### config.mk
export PLATFORM = sky130hd
export DESIGN_NAME = pclk_lsosc_ctrl
export DESIGN_NICKNAME = d
export VERILOG_FILES = /design/src/rtl/clkctl_pkg.sv /design/src/rtl/pclk_prescaler.sv /design/src/rtl/lstick_sync.sv /design/src/rtl/lsosc_gate.sv /design/src/rtl/pclk_lsosc_ctrl.sv
export SDC_FILE = /design/constraint.sdc
export NUM_CORES = 1
export LEC_CHECK = 0
export CAP_MARGIN = 30
export CORE_MARGIN = 5
export CORE_UTILIZATION = 25
export CTS_CLUSTER_DIAMETER = 100
export CTS_CLUSTER_SIZE = 24
export DETAILED_ROUTE_END_ITERATION = 12
export HOLD_SLACK_MARGIN = 0.1
export PLACE_DENSITY = 0.56
export SETUP_SLACK_MARGIN = 0.1
export SLEW_MARGIN = 10
export SYNTH_ARGS = -nofsm -noshare
export SYNTH_HDL_FRONTEND = slang
export SYNTH_SLANG_ARGS = --single-unit
### constraint.sdc
create_clock -name clk -period 2.6 [get_ports clk]
set_clock_uncertainty 0.1 [all_clocks]
set_input_delay 0.39 -clock clk [delete_from_list [all_inputs] [get_ports clk]]
set_output_delay 0.39 -clock clk [all_outputs]
set_load 0.005 [all_outputs]
### src/rtl/clkctl_pkg.sv
package clkctl_pkg;
  localparam int unsigned SEL_W   = 2;
  localparam int unsigned MAX_DIV = 4;
  localparam int unsigned CNT_W   = $clog2(MAX_DIV);

  typedef logic [SEL_W-1:0] div_sel_t;

  localparam div_sel_t SEL_ILLEGAL = 2'b11;

  function automatic logic sel_is_legal(input div_sel_t sel);
    return sel != SEL_ILLEGAL;
  endfunction

  // Terminal count of the divider: ratio minus one.
  function automatic logic [CNT_W-1:0] div_last(input div_sel_t sel);
    logic [CNT_W:0] ratio;
    ratio = (CNT_W+1)'(1) << sel;
    return CNT_W'(ratio - 1'b1);
  endfunction
endpackage

### src/rtl/pclk_prescaler.sv
module pclk_prescaler
  import clkctl_pkg::*;
(
  input  logic     clk,
  input  logic     rst_n,
  input  div_sel_t div_sel,
  output logic     pclk_en,
  output logic     div_illegal
);
  div_sel_t         act_sel;
  logic [CNT_W-1:0] cnt;
  logic             illegal_q;

  // Named internal events for the assertions
  logic ratio_change;
  logic at_last;

  assign ratio_change = sel_is_legal(div_sel) && (div_sel != act_sel);
  assign at_last      = (cnt == div_last(act_sel));

  always_ff @(posedge clk or negedge rst_n) begin
    if (!rst_n) begin
      act_sel   <= '0;
      cnt       <= '0;
      illegal_q <= 1'b0;
    end else begin
      illegal_q <= !sel_is_legal(div_sel);
      if (ratio_change) begin
        act_sel <= div_sel;
        cnt     <= '0;
      end else if (at_last) begin
        cnt <= '0;
      end else begin
        cnt <= cnt + 1'b1;
      end
    end
  end

  assign pclk_en     = at_last;
  assign div_illegal = illegal_q;

  // an illegal code never moves the active ratio
  p_hold_ratio_r2: assert property (@(posedge clk) disable iff (!rst_n)
    (div_sel == SEL_ILLEGAL) |=> (act_sel == $past(act_sel)));

  // a new ratio always starts from a fresh phase
  p_restart_r3: assert property (@(posedge clk) disable iff (!rst_n)
    ($past(rst_n) && act_sel != $past(act_sel)) |-> (cnt == '0));

  // divided strobes are never back-to-back
  p_strobe_gap_r1: assert property (@(posedge clk) disable iff (!rst_n)
    (pclk_en && act_sel != '0) |=> (!pclk_en || act_sel == '0));
endmodule

### src/rtl/lstick_sync.sv
module lstick_sync #(
  parameter int unsigned SYNC_STAGES = 2
) (
  input  logic clk,
  input  logic rst_n,
  input  logic tick_async,
  output logic tick_rise
);
  logic [SYNC_STAGES-1:0] chain;
  logic                   prev_q;
  logic                   synced;

  generate
    if (SYNC_STAGES == 1) begin : g_one
      always_ff @(posedge clk or negedge rst_n) begin
        if (!rst_n) chain <= '0;
        else        chain <= tick_async;
      end
    end else begin : g_many
      always_ff @(posedge clk or negedge rst_n) begin
        if (!rst_n) chain <= '0;
        else        chain <= {chain[SYNC_STAGES-2:0], tick_async};
      end
    end
  endgenerate

  assign synced = chain[SYNC_STAGES-1];

  always_ff @(posedge clk or negedge rst_n) begin
    if (!rst_n) prev_q <= 1'b0;
    else        prev_q <= synced;
  end

  assign tick_rise = synced && !prev_q;

  // each detected edge is a single-cycle strobe
  p_single_pulse_r11: assert property (@(posedge clk) disable iff (!rst_n)
    tick_rise |=> !tick_rise);
endmodule

### src/rtl/lsosc_gate.sv
module lsosc_gate (
  input  logic clk,
  input  logic rst_n,
  input  logic cfg_sw_stoppable,
  input  logic sw_stop,
  input  logic cpu_standby,
  input  logic tick_rise,
  output logic wdt_en,
  output logic tmr_en,
  output logic osc_run,
  output logic wdt_src_forced
);
  logic stop_allowed;
  logic run_q;
  logic wdt_hold;

  // Configuration captured on clock edges while reset is held
  always_ff @(posedge clk) begin
    if (!rst_n) stop_allowed <= cfg_sw_stoppable;
  end

  always_ff @(posedge clk or negedge rst_n) begin
    if (!rst_n) run_q <= 1'b1;
    else        run_q <= !(stop_allowed && sw_stop);
  end

  assign wdt_hold       = stop_allowed && cpu_standby;
  assign tmr_en         = tick_rise && run_q;
  assign wdt_en         = tmr_en && !wdt_hold;
  assign osc_run        = run_q;
  assign wdt_src_forced = !stop_allowed;

  // the captured configuration never moves after reset
  p_cfg_locked_r5: assert property (@(posedge clk) disable iff (!rst_n)
    $past(rst_n) |-> $stable(stop_allowed));

  // a permitted stop request halts the oscillator next cycle
  p_stop_halts_r6: assert property (@(posedge clk) disable iff (!rst_n)
    (stop_allowed && sw_stop) |=> !osc_run);

  // a locked oscillator is always running
  p_stop_ignored_r7: assert property (@(posedge clk) disable iff (!rst_n)
    $past(rst_n) && wdt_src_forced |-> osc_run);

  // the watchdog never counts alone; the timer needs a running oscillator
  p_wdt_implies_tmr_r11: assert property (@(posedge clk) disable iff (!rst_n)
    wdt_en |-> tmr_en);
  p_tmr_needs_run_r6: assert property (@(posedge clk) disable iff (!rst_n)
    tmr_en |-> osc_run);
endmodule

### src/rtl/pclk_lsosc_ctrl.sv
module pclk_lsosc_ctrl
  import clkctl_pkg::*;
#(
  parameter int unsigned SYNC_STAGES = 2
) (
  input  logic             clk,
  input  logic             rst_n,
  input  logic [SEL_W-1:0] div_sel,
  input  logic             sw_stop,
  input  logic             cfg_sw_stoppable,
  input  logic             cpu_standby,
  input  logic             lsosc_tick,
  output logic             pclk_en,
  output logic             div_illegal,
  output logic             wdt_en,
  output logic             tmr_en,
  output logic             osc_run,
  output logic             wdt_src_forced
);
  logic tick_rise;

  pclk_prescaler u_presc (
    .clk         (clk),
    .rst_n       (rst_n),
    .div_sel     (div_sel),
    .pclk_en     (pclk_en),
    .div_illegal (div_illegal)
  );

  lstick_sync #(.SYNC_STAGES(SYNC_STAGES)) u_sync (
    .clk        (clk),
    .rst_n      (rst_n),
    .tick_async (lsosc_tick),
    .tick_rise  (tick_rise)
  );

  lsosc_gate u_gate (
    .clk              (clk),
    .rst_n            (rst_n),
    .cfg_sw_stoppable (cfg_sw_stoppable),
    .sw_stop          (sw_stop),
    .cpu_standby      (cpu_standby),
    .tick_rise        (tick_rise),
    .wdt_en           (wdt_en),
    .tmr_en           (tmr_en),
    .osc_run          (osc_run),
    .wdt_src_forced   (wdt_src_forced)
  );

  // the oscillator runs in the first cycle after reset
  p_run_after_reset_r4: assert property (@(posedge clk)
    (rst_n && !$past(rst_n)) |-> osc_run);
endmodule

After elaboration in Yosys (flattened, before gate mapping):

Cells that the tools add are included.

* input bits: 8
* output and inout port bits: 6
* word-level logic and storage cells: 26
* register bits after elaboration: 10

* mux-type cells: 2
* reduce and logical (&&, ||, !) cells: 11
* $add $sub $neg: 2
* shift operators: 1
* equal/unequal tests: 3

Operators with widths (count)
* $logic_and A1 B1 Y1: 6
* $logic_not A1 Y1: 5
* $mux W2: 2
* $add A2 B1 Y2 const B: 1
* $eq A2 B2 Y1: 1
* $ne A2 B2 Y1: 1
* $ne A2 B2 Y1 const B: 1
* $shl A1 B2 Y2 const A: 1
* $sub A2 B1 Y2 const B: 1

Depth between registers and ports, before layout:

* depth after elaboration: 5
* gate-level depth with buffers: 3
* mapped depth without buffers: 3

Hierarchy:

A second synthesis with hierarchy kept.

* cell total of the unflattened synthesis: 36
* area total of the unflattened synthesis: 436.7 µm²

By module, submodules not included
* pclk_prescaler: times used 1, area an instance 252.7 µm², cells each 25, sequential area each 125.1 µm²
* lsosc_gate: times used 1, area an instance 95.1 µm², cells each 7, sequential area each 56.3 µm²
* lstick_sync: times used 1, area an instance 88.8 µm², cells each 4, sequential area each 75.1 µm²

Least setup slack after synthesis:

No wires, ideal clock.

* kind: flip-flop to output port
* start: reg u_gate.run_q, in the netlist u_gate.osc_run
* end: out wdt_en
* slack: 1.290 ns
* path buffers: 0
* arrival: 0.820 ns
* stages on the path, launching flop included: 3
* data required time: 2.110 ns
* cell sequence: dfstp_2 nand2_1 a211oi_1

* cells in the longest elaborated chain, start to end: 2

Ends and longest elaborated chain
* start, declared: RTL line lsosc_gate.sv:14 `logic run_q;`
* start signal, assigned: RTL line lsosc_gate.sv:24 `else run_q <= !(stop_allowed && sw_stop);`
* $logic_and A1 B1 Y1: RTL line lsosc_gate.sv:28 `assign tmr_en = tick_rise && run_q;`
* $logic_and A1 B1 Y1: RTL line lsosc_gate.sv:29 `assign wdt_en = tmr_en && !wdt_hold;`
* end, declared: RTL line pclk_lsosc_ctrl.sv:15 `output logic wdt_en,`

Every way passes these cells.

Worst setup path after layout:

Same ends and word-level chain as after synthesis.

==> impl_metrics.py <==
metrics = {
    "synthesis": {
        "synthSimpleGateAreaFrac": 0.134,
        "synth_top_family_by_area": "compound AO/OA/AOI/OAI gates",
        "ys_warn_count": 0,
        "syn_area_um2": 403,
        "ys_seq_area_frac": 0.637,
        "synth-seq-cells": 10,
        "syn-mean-instance-area_um2": 11.8,
        "synth_cell_type_count": 20,
        "synthMuxAreaShare": 0,
        "synth_compound_area_frac": 0.149,
        "yosys.area_share.xor_xnor": 0.0435,
        "synth_fp_nets": 42,
        "synthAdderAreaFrac": 0,
        "postSynthCellCount": 34,
    },
    "routing": {
        "vias_per_cell": 4.54,
        "via_count": 304,
        "drtIter0Drc": 2,
        "wl_per_cell_um": 10.5,
        "drtAntennaViolNets": 0,
        "dr.pass1.iters": 2,
        "drc": 0,
        "routed_wl_um": 701,
    },
    "global_route": {
        "grt_max_degree": 11,
        "grt_util_all_layers": 0.0625,
        "overflow": 0,
        "grt_pass1_wl_um": 1160,
        "grt_pass1_vias": 269,
        "antenna_found_initial": 0,
    },
    "pwr": {
        "power_mw": 0.382,
        "power.density_nw_per_um2": 649,
        "p_leak_nw": 0.252,
        "ir_drop_v": 0.000499,
    },
    "final_layout": {
        "drive_gt1_frac": 0.118,
        "antennaDiodeCount": 0,
        "fillerInstances": 157,
        "multi_input_area_um2": 131,
        "layout.nets": 60,
        "layout.area.seq_um2": 256,
        "area_growth_pct": 46.3,
    },
    "critical_path": {
        "critPathRequiredTime_ns": 2.11,
        "cp-end-kind": "output port",
        "regToRegStartpoint": "u_presc.act_sel[0]$_DFFE_PN0P_",
        "startpoint": "u_gate.osc_run$_DFF_PN1_",
        "crit_chain": "nand2_1, a211oi_1, clkdlybuf4s50_1",
        "crit_type": "flop to output port",
        "cp.arrival_ns": 1.60,
        "start_kind": "flop",
        "critPathMaxStageDelay_ns": 0.53,
        "crit_slowest_cell": "dfstp_2",
        "crit_fanout": 2,
    },
    "sta": {
        "rsz0062_at_grt": "false",
        "min_period_over_period": 0.803,
        "setup_viol": 0,
        "maxSlewHeadroom": 0.729,
        "fin_crit_ns": 2.09,
        "drv_slew": 0,
        "finalHoldViolCount": 0,
        "tightest_slew_ns": 0.406,
        "fmax_ghz": 0.479,
        "tns_ns": 0,
    },
    "floorplanning": {
        "num_rows": 14,
        "die_x_um": 50.1,
        "core_area_um2": 1520,
        "start_util": 0.264,
        "io-pin-count": 14,
        "die_h_um": 50.1,
        "design.die.area_um2": 2510,
    },
    "hold_path": {
        "min_path_type": "flop to flop",
        "min_from": "u_sync.chain[0]$_DFF_PN0_",
    },
    "clocking": {
        "numClockSinks": 10,
        "htreeDepth": 1,
        "root_buffer": "clkbuf_4",
        "cts_tree": "built",
        "post_cts_resized": 0,
        "clk_path_buf_depth": 2,
        "insertion_delay_ns": 0.26,
        "path_clk_slew_ns": 0.07,
        "cts_hold_repair.buffers": 0,
        "cts_setup_buffers": 0,
        "cts_buffers": 3,
    },
    "run_status": {
        "outcome": "finished, final reports clean",
    },
    "placement": {
        "port_buffers": 13,
        "place_congestion": 0.687,
    },
    "run": {
        "cap_violations": 0,
    },
}
-- synthesized netlist by cell type --
master    count  area, um2
nand3_1       1       5.00
a21boi_0      2       15.0
and2_1        1       6.26
o21ai_0       1       5.00
or2b_1        1       7.51
or3b_1        1       8.76
edfxtp_1      1       30.0
nor3_1        1       5.00
dfstp_2       1       26.3
nand2b_1      1       6.26
o211ai_2      1       12.5
a211oi_1      2       15.0
o31ai_1       1       7.51
xor2_1        1       8.76
dfrtp_1       8        200
inv_1         4       15.0
xnor2_1       1       8.76
a21oi_1       1       5.00
nor2_1        1       3.75
nand2_1       3       11.3
-- report_power, final --
| group | switching [mW] | total (mW) | internal (mW) |
|---|---|---|---|
| clock network | 0.0530 | 0.138 | 0.0849 |
| logic | 0.0205 | 0.0589 | 0.0384 |
| registers | 0.0136 | 0.186 | 0.172 |
| total | 0.0871 | 0.382 | 0.295 |
-- metal layers --
layer	track usage	wire, um	vias to the layer above
met5	0	0	-
met4	0.0131	0	0
met3	0.0621	97	0
met2	0.0795	314	12
met1	0.0742	289	142
li1	-	-	150
-- worst paths after layout --
path / to / slack, ns / depth (start not counted)
max in group asynchronous: u_gate.osc_run$_DFF_PN1_ / 1.76 / 1
min in group asynchronous: u_presc.act_sel[1]$_DFFE_PN0P_ / 0.32 / 1
min: u_sync.chain[1]$_DFF_PN0_ / 0.24 / 0
max reg2reg: u_presc.cnt[0]$_DFF_PN0_ / 1.39 / 3
max: wdt_en / 0.51 / 3
min reg2reg: u_sync.chain[1]$_DFF_PN0_ / 0.24 / 0
-- cell families after synthesis --
group,Yosys count
simple gates,10
xor+xnor,2
compound gates,8
buf+inv,4
flops,10
-- cells in the final DEF, fill, tap and decap left out, types with 2 or more instances in the layout --
cell / Yosys / layout
inv_1: 4 / 4
nand2_1: 3 / 3
clkdlybuf4s50_1: 0 / 13
clkbuf_4: 0 / 3
a21boi_0: 2 / 2
dfrtp_1: 8 / 8
a211oi_1: 2 / 2
-- flip-flops by register name, summed over array words and instances (netlist names) --
name / flops
u_sync.prev_q: 1
u_presc.cnt: 2
u_gate.stop_allowed: 1
u_presc.div_illegal: 1
u_sync.chain: 2
u_presc.act_sel: 2
u_gate.osc_run: 1
-- per-stage QoR --
| stage | util | worst slack (ns) | cells | hold WS (ns) | area (um2) |
|---|---|---|---|---|---|
| after detailed placement | 0.363 | 0.577 | 63 | 0.235 | 553 |
| after CTS | 0.387 | 0.493 | 67 | 0.245 | 589 |
| after global placement | 0.363 | 0.599 | 63 | 0.235 | 553 |
| after global routing | 0.387 | 0.426 | 67 | 0.258 | 589 |
| after floorplan | - | 1.29 | 34 | -0.00559 | 403 |
| final | 0.387 | 0.512 | 67 | 0.238 | 589 |
-- area by class of cell --
class / instances / area share
clock buffers: 4 / 0.0616
inverters: 4 / 0.0255
multi-input cells: 20 / 0.223
flip-flops and latches: 10 / 0.435
well taps: 16 / 0.0340
repair buffers: 13 / 0.221
-- worst max-delay path, delay by kind of cell (launching register included) --
family / cells / cell delay (ns)
flops: 1 / 0.53
buf+inv: 1 / 0.53
compound gates: 1 / 0.21
simple gates: 1 / 0.06
No activity file was read; power rests on OpenSTA's default activity.
